## config.mk

```make
export PLATFORM = sky130hd
export DESIGN_NAME = idle_gap_inserter
export DESIGN_NICKNAME = d
export VERILOG_FILES = /design/src/rtl/idle_gap_pkg.sv /design/src/rtl/igi_cfg_reg.sv /design/src/rtl/igi_history.sv /design/src/rtl/igi_gap_sel.sv /design/src/rtl/idle_gap_inserter.sv
export SDC_FILE = /design/constraint.sdc
export NUM_CORES = 1
export LEC_CHECK = 0
export BUFFER_PORTS_ARGS = -buffer_cell sky130_fd_sc_hd__buf_4
export CORE_AREA = 4 4 75 56
export CTS_CLUSTER_DIAMETER = 100
export DETAILED_ROUTE_END_ITERATION = 8
export DIE_AREA = 0 0 79 60
export GPL_TIMING_DRIVEN = 0
export SKIP_LAST_GASP = 1
export SLEW_MARGIN = 20
export SYNTH_ARGS = -nofsm -noshare
export SYNTH_HDL_FRONTEND = slang
export SYNTH_SLANG_ARGS = --single-unit
```

## constraint.sdc

```tcl
create_clock -name clk_i -period 5.7 [get_ports clk_i]
set_input_delay 0.285 -clock clk_i [delete_from_list [all_inputs] [get_ports clk_i]]
set_output_delay 0.285 -clock clk_i [all_outputs]
set_load 0.005 [all_outputs]
```

## src/rtl/idle_gap_pkg.sv

```systemverilog
package idle_gap_pkg;

  localparam int CFG_W    = 8;
  localparam int MAX_IDLE = 5;
  localparam int GAP_W    = $clog2(MAX_IDLE + 1);

  typedef struct packed {
    logic [1:0] rw_same;
    logic [1:0] rr_diff;
    logic [1:0] rr_same;
  } gap_cfg_t;

  localparam int FIELD_BITS = $bits(gap_cfg_t);
  localparam gap_cfg_t CFG_RESET = '1;

  typedef enum logic [1:0] {
    XFER_NONE,
    XFER_RR_SAME,
    XFER_RR_DIFF,
    XFER_RW_SAME
  } xfer_kind_t;

  function automatic logic [GAP_W-1:0] rr_same_idle(input logic [1:0] code);
    case (code)
      2'b00:   return GAP_W'(0);
      2'b01:   return GAP_W'(1);
      2'b10:   return GAP_W'(2);
      default: return GAP_W'(4);
    endcase
  endfunction

  function automatic logic [GAP_W-1:0] rr_diff_idle(input logic [1:0] code);
    case (code)
      2'b00:   return GAP_W'(1);
      2'b01:   return GAP_W'(2);
      2'b10:   return GAP_W'(3);
      default: return GAP_W'(5);
    endcase
  endfunction

  // forbidden 00 mapped to the longest gap
  function automatic logic [GAP_W-1:0] rw_same_idle(input logic [1:0] code);
    case (code)
      2'b01:   return GAP_W'(2);
      2'b10:   return GAP_W'(3);
      default: return GAP_W'(5);
    endcase
  endfunction

endpackage

```

## src/rtl/igi_cfg_reg.sv

```systemverilog
module igi_cfg_reg
  import idle_gap_pkg::*;
(
  input  logic                clk_i,
  input  logic                rst_ni,
  input  logic                we_i,
  input  logic [CFG_W-1:0]    wdata_i,
  output gap_cfg_t            cfg_o,
  output logic [CFG_W-1:0]    rdata_o
);

  gap_cfg_t cfg_q;
  logic     unused_rsvd;

  assign unused_rsvd = ^wdata_i[CFG_W-1:FIELD_BITS];

  always_ff @(posedge clk_i or negedge rst_ni) begin
    if (!rst_ni)   cfg_q <= CFG_RESET;
    else if (we_i) cfg_q <= gap_cfg_t'(wdata_i[FIELD_BITS-1:0]);
  end

  assign cfg_o   = cfg_q;
  assign rdata_o = {{(CFG_W-FIELD_BITS){1'b0}}, cfg_q};


  cfg_wr_chk: assert property (@(posedge clk_i) disable iff (!rst_ni)
    we_i |=> rdata_o == {{(CFG_W-FIELD_BITS){1'b0}}, $past(wdata_i[FIELD_BITS-1:0])});

endmodule

```

## src/rtl/igi_history.sv

```systemverilog
module igi_history
  import idle_gap_pkg::*;
#(
  parameter int SPACE_W = 3
) (
  input  logic               clk_i,
  input  logic               rst_ni,
  input  logic               start_i,
  input  logic               done_i,
  input  logic               rd_i,
  input  logic [SPACE_W-1:0] space_i,
  input  gap_cfg_t           cfg_i,
  output logic               busy_o,
  output logic               valid_o,
  output logic               last_rd_o,
  output logic [SPACE_W-1:0] last_space_o,
  output gap_cfg_t           snap_o,
  output logic [GAP_W-1:0]   elapsed_o
);

  logic               busy_q, valid_q, last_rd_q, pend_rd_q;
  logic [SPACE_W-1:0] last_space_q, pend_space_q;
  gap_cfg_t           snap_q;
  logic [GAP_W-1:0]   elapsed_q;
  logic               finish;

  assign finish = busy_q & done_i;

  always_ff @(posedge clk_i or negedge rst_ni) begin
    if (!rst_ni) begin
      busy_q       <= 1'b0;
      valid_q      <= 1'b0;
      last_rd_q    <= 1'b0;
      last_space_q <= '0;
      pend_rd_q    <= 1'b0;
      pend_space_q <= '0;
      snap_q       <= CFG_RESET;
      elapsed_q    <= '0;
    end else if (finish) begin
      busy_q       <= 1'b0;
      valid_q      <= 1'b1;
      last_rd_q    <= pend_rd_q;
      last_space_q <= pend_space_q;
      snap_q       <= cfg_i;
      elapsed_q    <= '0;
    end else if (start_i) begin
      busy_q       <= 1'b1;
      pend_rd_q    <= rd_i;
      pend_space_q <= space_i;
    end else if (!busy_q && elapsed_q != '1) begin
      elapsed_q    <= elapsed_q + GAP_W'(1);
    end
  end

  assign busy_o       = busy_q;
  assign valid_o      = valid_q;
  assign last_rd_o    = last_rd_q;
  assign last_space_o = last_space_q;
  assign snap_o       = snap_q;
  assign elapsed_o    = elapsed_q;


  gap_restart_chk: assert property (@(posedge clk_i) disable iff (!rst_ni)
    (busy_o && done_i) |=> (elapsed_o == '0 && valid_o && !busy_o));


  snap_hold_chk: assert property (@(posedge clk_i) disable iff (!rst_ni)
    !(busy_o && done_i) |=> $stable(snap_o));


  busy_hold_chk: assert property (@(posedge clk_i) disable iff (!rst_ni)
    (busy_o && !done_i) |=> busy_o);

endmodule

```

## src/rtl/igi_gap_sel.sv

```systemverilog
module igi_gap_sel
  import idle_gap_pkg::*;
#(
  parameter int SPACE_W = 3
) (
  input  logic               valid_i,
  input  logic               last_rd_i,
  input  logic [SPACE_W-1:0] last_space_i,
  input  logic               rd_i,
  input  logic [SPACE_W-1:0] space_i,
  input  gap_cfg_t           snap_i,
  output xfer_kind_t         kind_o,
  output logic [GAP_W-1:0]   need_o
);

  always_comb begin
    kind_o = XFER_NONE;
    if (valid_i && last_rd_i) begin
      if (last_space_i == space_i) kind_o = rd_i ? XFER_RR_SAME : XFER_RW_SAME;
      else if (rd_i)               kind_o = XFER_RR_DIFF;
    end
  end

  always_comb begin
    case (kind_o)
      XFER_RR_SAME: need_o = rr_same_idle(snap_i.rr_same);
      XFER_RR_DIFF: need_o = rr_diff_idle(snap_i.rr_diff);
      XFER_RW_SAME: need_o = rw_same_idle(snap_i.rw_same);
      default:      need_o = '0;
    endcase
  end

endmodule

```

## src/rtl/idle_gap_inserter.sv

```systemverilog
module idle_gap_inserter
  import idle_gap_pkg::*;
#(
  parameter int SPACE_W = 3
) (
  input  logic               clk_i,
  input  logic               rst_ni,
  input  logic               req_i,
  input  logic               rd_i,
  input  logic [SPACE_W-1:0] space_i,
  output logic               gnt_o,
  input  logic               done_i,
  input  logic               cfg_we_i,
  input  logic [7:0]         cfg_wdata_i,
  output logic [7:0]         cfg_rdata_o
);

  gap_cfg_t           cfg, snap;
  logic               busy, valid, last_rd;
  logic [SPACE_W-1:0] last_space;
  logic [GAP_W-1:0]   elapsed, need;
  xfer_kind_t         kind;

  igi_cfg_reg u_cfg (
    .clk_i   (clk_i),
    .rst_ni  (rst_ni),
    .we_i    (cfg_we_i),
    .wdata_i (cfg_wdata_i),
    .cfg_o   (cfg),
    .rdata_o (cfg_rdata_o)
  );

  igi_history #(.SPACE_W(SPACE_W)) u_hist (
    .clk_i        (clk_i),
    .rst_ni       (rst_ni),
    .start_i      (gnt_o),
    .done_i       (done_i),
    .rd_i         (rd_i),
    .space_i      (space_i),
    .cfg_i        (cfg),
    .busy_o       (busy),
    .valid_o      (valid),
    .last_rd_o    (last_rd),
    .last_space_o (last_space),
    .snap_o       (snap),
    .elapsed_o    (elapsed)
  );

  igi_gap_sel #(.SPACE_W(SPACE_W)) u_sel (
    .valid_i      (valid),
    .last_rd_i    (last_rd),
    .last_space_i (last_space),
    .rd_i         (rd_i),
    .space_i      (space_i),
    .snap_i       (snap),
    .kind_o       (kind),
    .need_o       (need)
  );

  assign gnt_o = req_i & ~busy & (elapsed >= need);


  single_grant_chk: assert property (@(posedge clk_i) disable iff (!rst_ni)
    gnt_o |=> !gnt_o);


  no_wr_gap_chk: assert property (@(posedge clk_i) disable iff (!rst_ni)
    (valid && !last_rd && req_i && !busy) |-> gnt_o);


  rw_floor_chk: assert property (@(posedge clk_i) disable iff (!rst_ni)
    (kind == XFER_RW_SAME) |-> (need >= GAP_W'(2)));


  rr_same_gap_chk: assert property (@(posedge clk_i) disable iff (!rst_ni)
    (kind == XFER_RR_SAME && req_i && !busy && elapsed == '0 && snap.rr_same != 2'b00) |-> !gnt_o);

endmodule

```

==> reports/results.txt <==
Critical path's top delay family = simple AND/OR/NAND/NOR gates
Die width = 79 µm
Status = complete, no violations
Final-report hold violation count = 0
Vias in the first global route = 886
Core Rows = 18
Clock group share of total power = 13.1%
Switching power = 0.0002544 W
CP Class = register to output port
WL per Instance = 12.66 µm
GRT overflow = 0
Clock Latency Late Sink = 260 ps
Antenna-violating nets left = 0
Comb pwr share = 45.6%
Setup Fix Bufs, Post-CTS = 0
Worst-path clk slew = 80 ps
Count of final setup violators = 0
Drt first pass iters = 5
Critical path's slowest cell = dfstp_2
Clock sink total = 25
Post-layout min period = 3088 ps
CP Launch Type = register
I/O pin count = 26
H-tree levels = 1
Switching Share = 33.33%
Seq cells post-synth = 25
First-pass GRT wire length = 3905 µm
Vias/cell = 4.878
Syn Std Cell Area = 1331 µm²
ANT cells = 0
CTS tree = done
Reg2reg setup slack = 2900 ps
IO Port Bufs = 19
TritonCTS Buffers = 3
Worst Path Buf+Inv = 4
Final HPWL from detailed placement = 1809 µm
Worst Path Arrival = 2800 ps
Nets = 157
R2r endpoint = u_hist.pend_space_q[1]
Cells after Synth = 106
Synth Area per Inst = 12.56 µm²
Iteration-0 DRC Markers = 35
Slew Limit Fails = 0
Initial Util = 38.38%
Count of cell types in the netlist = 31
Drt drc = 0
R2r worst-path depth = 9
Core area = 3468 µm²
F_max = 323.8 MHz
Register area share after synthesis = 48.12%
HP Class = primary input to register
Synth warn = 0
VDD IR max = 0.0002604 V
GRT Total Usage = 10.76%
Place WS = 2891 ps
Initial antenna violation count = 0
Setup crit end kind = output port
Full die area = 4740 µm²
Root Buffer = clkbuf_8
Share of cells above drive strength 1 = 48.85%
Total of max-cap violations = 0
Hold path start = done_i
Crit path max fanout = 6
Post_cts resized = 0
Tcrit/Tclk final = 54.18%
WP data required = 5410 ps
Hold slack = 234.9 ps
Reg2reg start = u_hist.snap_o[5]
Fin worst setup slack = 2612 ps
Clk_skew = 1.450 ps
Critical Path, Cell by Cell = inv_1 > ha_1 > or3_1 > a31o_2 > ha_1 > a211oi_4 > or3_1 > buf_6 > inv_1 > buf_4
Post-Route WL = 2292 µm
Final Util = 46.03%
Reg power frac = 41.4%
Power Total = 0.0007633 W
Syn-to-layout area delta = 19.92%
P per Cell Area = 478.1 nW/µm²
Hold depth = 2
Largest net degree at the start of global routing = 26
Critical Path Max Stage Delay = 540 ps
Die Height = 60 µm
Unrepaired setup endpoints after global routing = no
Worst Hold End = u_hist.busy_o
CTS Buffer Depth = 2
Internal Power = 0.0005089 W
LEAKAGE = 0.7044 nW
Via count = 883
Fin Setup TNS = 0 ps
GP Congestion = 0.8475
==> synth_stat cells (all sizes together) <==
| cell type | n | area (µm²) |
|---|---|---|
| nand4b | 2 | 17.52 |
| clkinv | 1 | 3.750 |
| nand3 | 5 | 25.02 |
| mux2 | 20 | 240.2 |
| nor2 | 1 | 3.750 |
| o2111ai | 3 | 26.28 |
| a2111o | 1 | 11.26 |
| or3 | 4 | 25.02 |
| and3 | 1 | 6.260 |
| dfstp | 12 | 315.3 |
| clkbuf | 1 | 3.750 |
| xnor2 | 3 | 26.28 |
| a211oi | 1 | 20.02 |
| a31o | 2 | 17.52 |
| nand4 | 4 | 25.02 |
| dfrtp | 13 | 325.3 |
| conb | 1 | 3.750 |
| buf | 5 | 35.02 |
| nand2 | 5 | 18.77 |
| a31oi | 1 | 6.260 |
| ha | 8 | 100.1 |
| nand3b | 3 | 22.52 |
| inv | 5 | 18.77 |
| o21ai | 2 | 13.76 |
| nand2b | 2 | 20.02 |
==> power groups by stage <==
| stage | Clock [W] | Sequential [W] | Combinational [W] |
|---|---|---|---|
| 2_1_floorplan | 0 | 0.000306 | 0.000278 |
| 3_3_place_gp | 0 | 0.000315 | 0.000340 |
| 3_5_place_dp | 0 | 0.000319 | 0.000349 |
| 4_1_cts | 0.000106 | 0.000316 | 0.000352 |
| 5_1_grt | 0.000114 | 0.000325 | 0.000391 |
| 6_report | 0.0000997 | 0.000316 | 0.000348 |
==> metrics by stage <==
step / instances / area [µm²]
floorplan: 107 / 1335
global placement: 176 / 1540
detailed placement: 176 / 1540
CTS: 181 / 1597
global route: 181 / 1597
finish: 181 / 1597
==> placed cells by master, fill, tap and decap left out, types with 4 or more instances in the layout <==
cell and count:
buf_4 21, dfrtp_1 13, dfstp_2 12, ha_1 8
inv_1 5, mux2_2 16, mux2_4 4, nand2_1 5
nand3_1 5, nand4_1 4, or3_1 4
==> routing by layer <==
metal	part of all wire [%]	up-vias	GRT usage (%)
met1	51	432	15.24
met2	44	17	15.47
met5	0	-	0
li1	-	432	-
met4	0.74	0	3.186
met3	4.5	2	3.765
==> how the worst max path moves through the flow <==
stage               cells past startpoint  slack [ps]                to                    from
global route                           11        2350             gnt_o  u_hist.last_space_o[1]
floorplan                               9        3020  u_hist.pend_rd_q        u_hist.snap_o[5]
CTS                                    10        2590             gnt_o        u_hist.snap_o[5]
detailed placement                     10        2890             gnt_o        u_hist.snap_o[5]
global placement                       10        2910             gnt_o        u_hist.snap_o[5]
finish                                 10        2610             gnt_o        u_hist.snap_o[5]
==> state kept, by name, indices dropped and copies added (netlist names) <==
register	cells
u_cfg.cfg_o	6
u_hist.busy_o	1
u_hist.elapsed_o	3
u_hist.last_rd_o	1
u_hist.last_space_o	3
u_hist.pend_rd_q	1
u_hist.pend_space_q	3
u_hist.snap_o	6
u_hist.valid_o	1
==> repair_timing <==
action / 4_1_cts / 5_1_grt
hold endpoints to repair: 13 / 0
hold buffers: 1 / 0
setup endpoints to repair: 0 / 0
==> final cells by class <==
class,count,area [µm²]
fillers,333,1872
flip-flops and latches,25,640.6
multi-input cells,70,633.1
repair buffers,20,152.6
well taps,50,62.56
clock buffers,3,41.29
plain buffers,6,38.79
inverters,6,22.52
clock inverters,1,5.005
==> cells by family after synthesis <==
kind of cell | synth area share (%)
AO/OA/AOI/OAI | 7.144
XOR/XNOR | 1.974
adder cells (fa/ha/maj) | 7.519
buffers and inverters | 4.604
flip-flops | 48.12
multiplexers | 18.05
other | 0.2817
AND/OR/NAND/NOR | 12.31
Power figures use the tool's default switching activity.
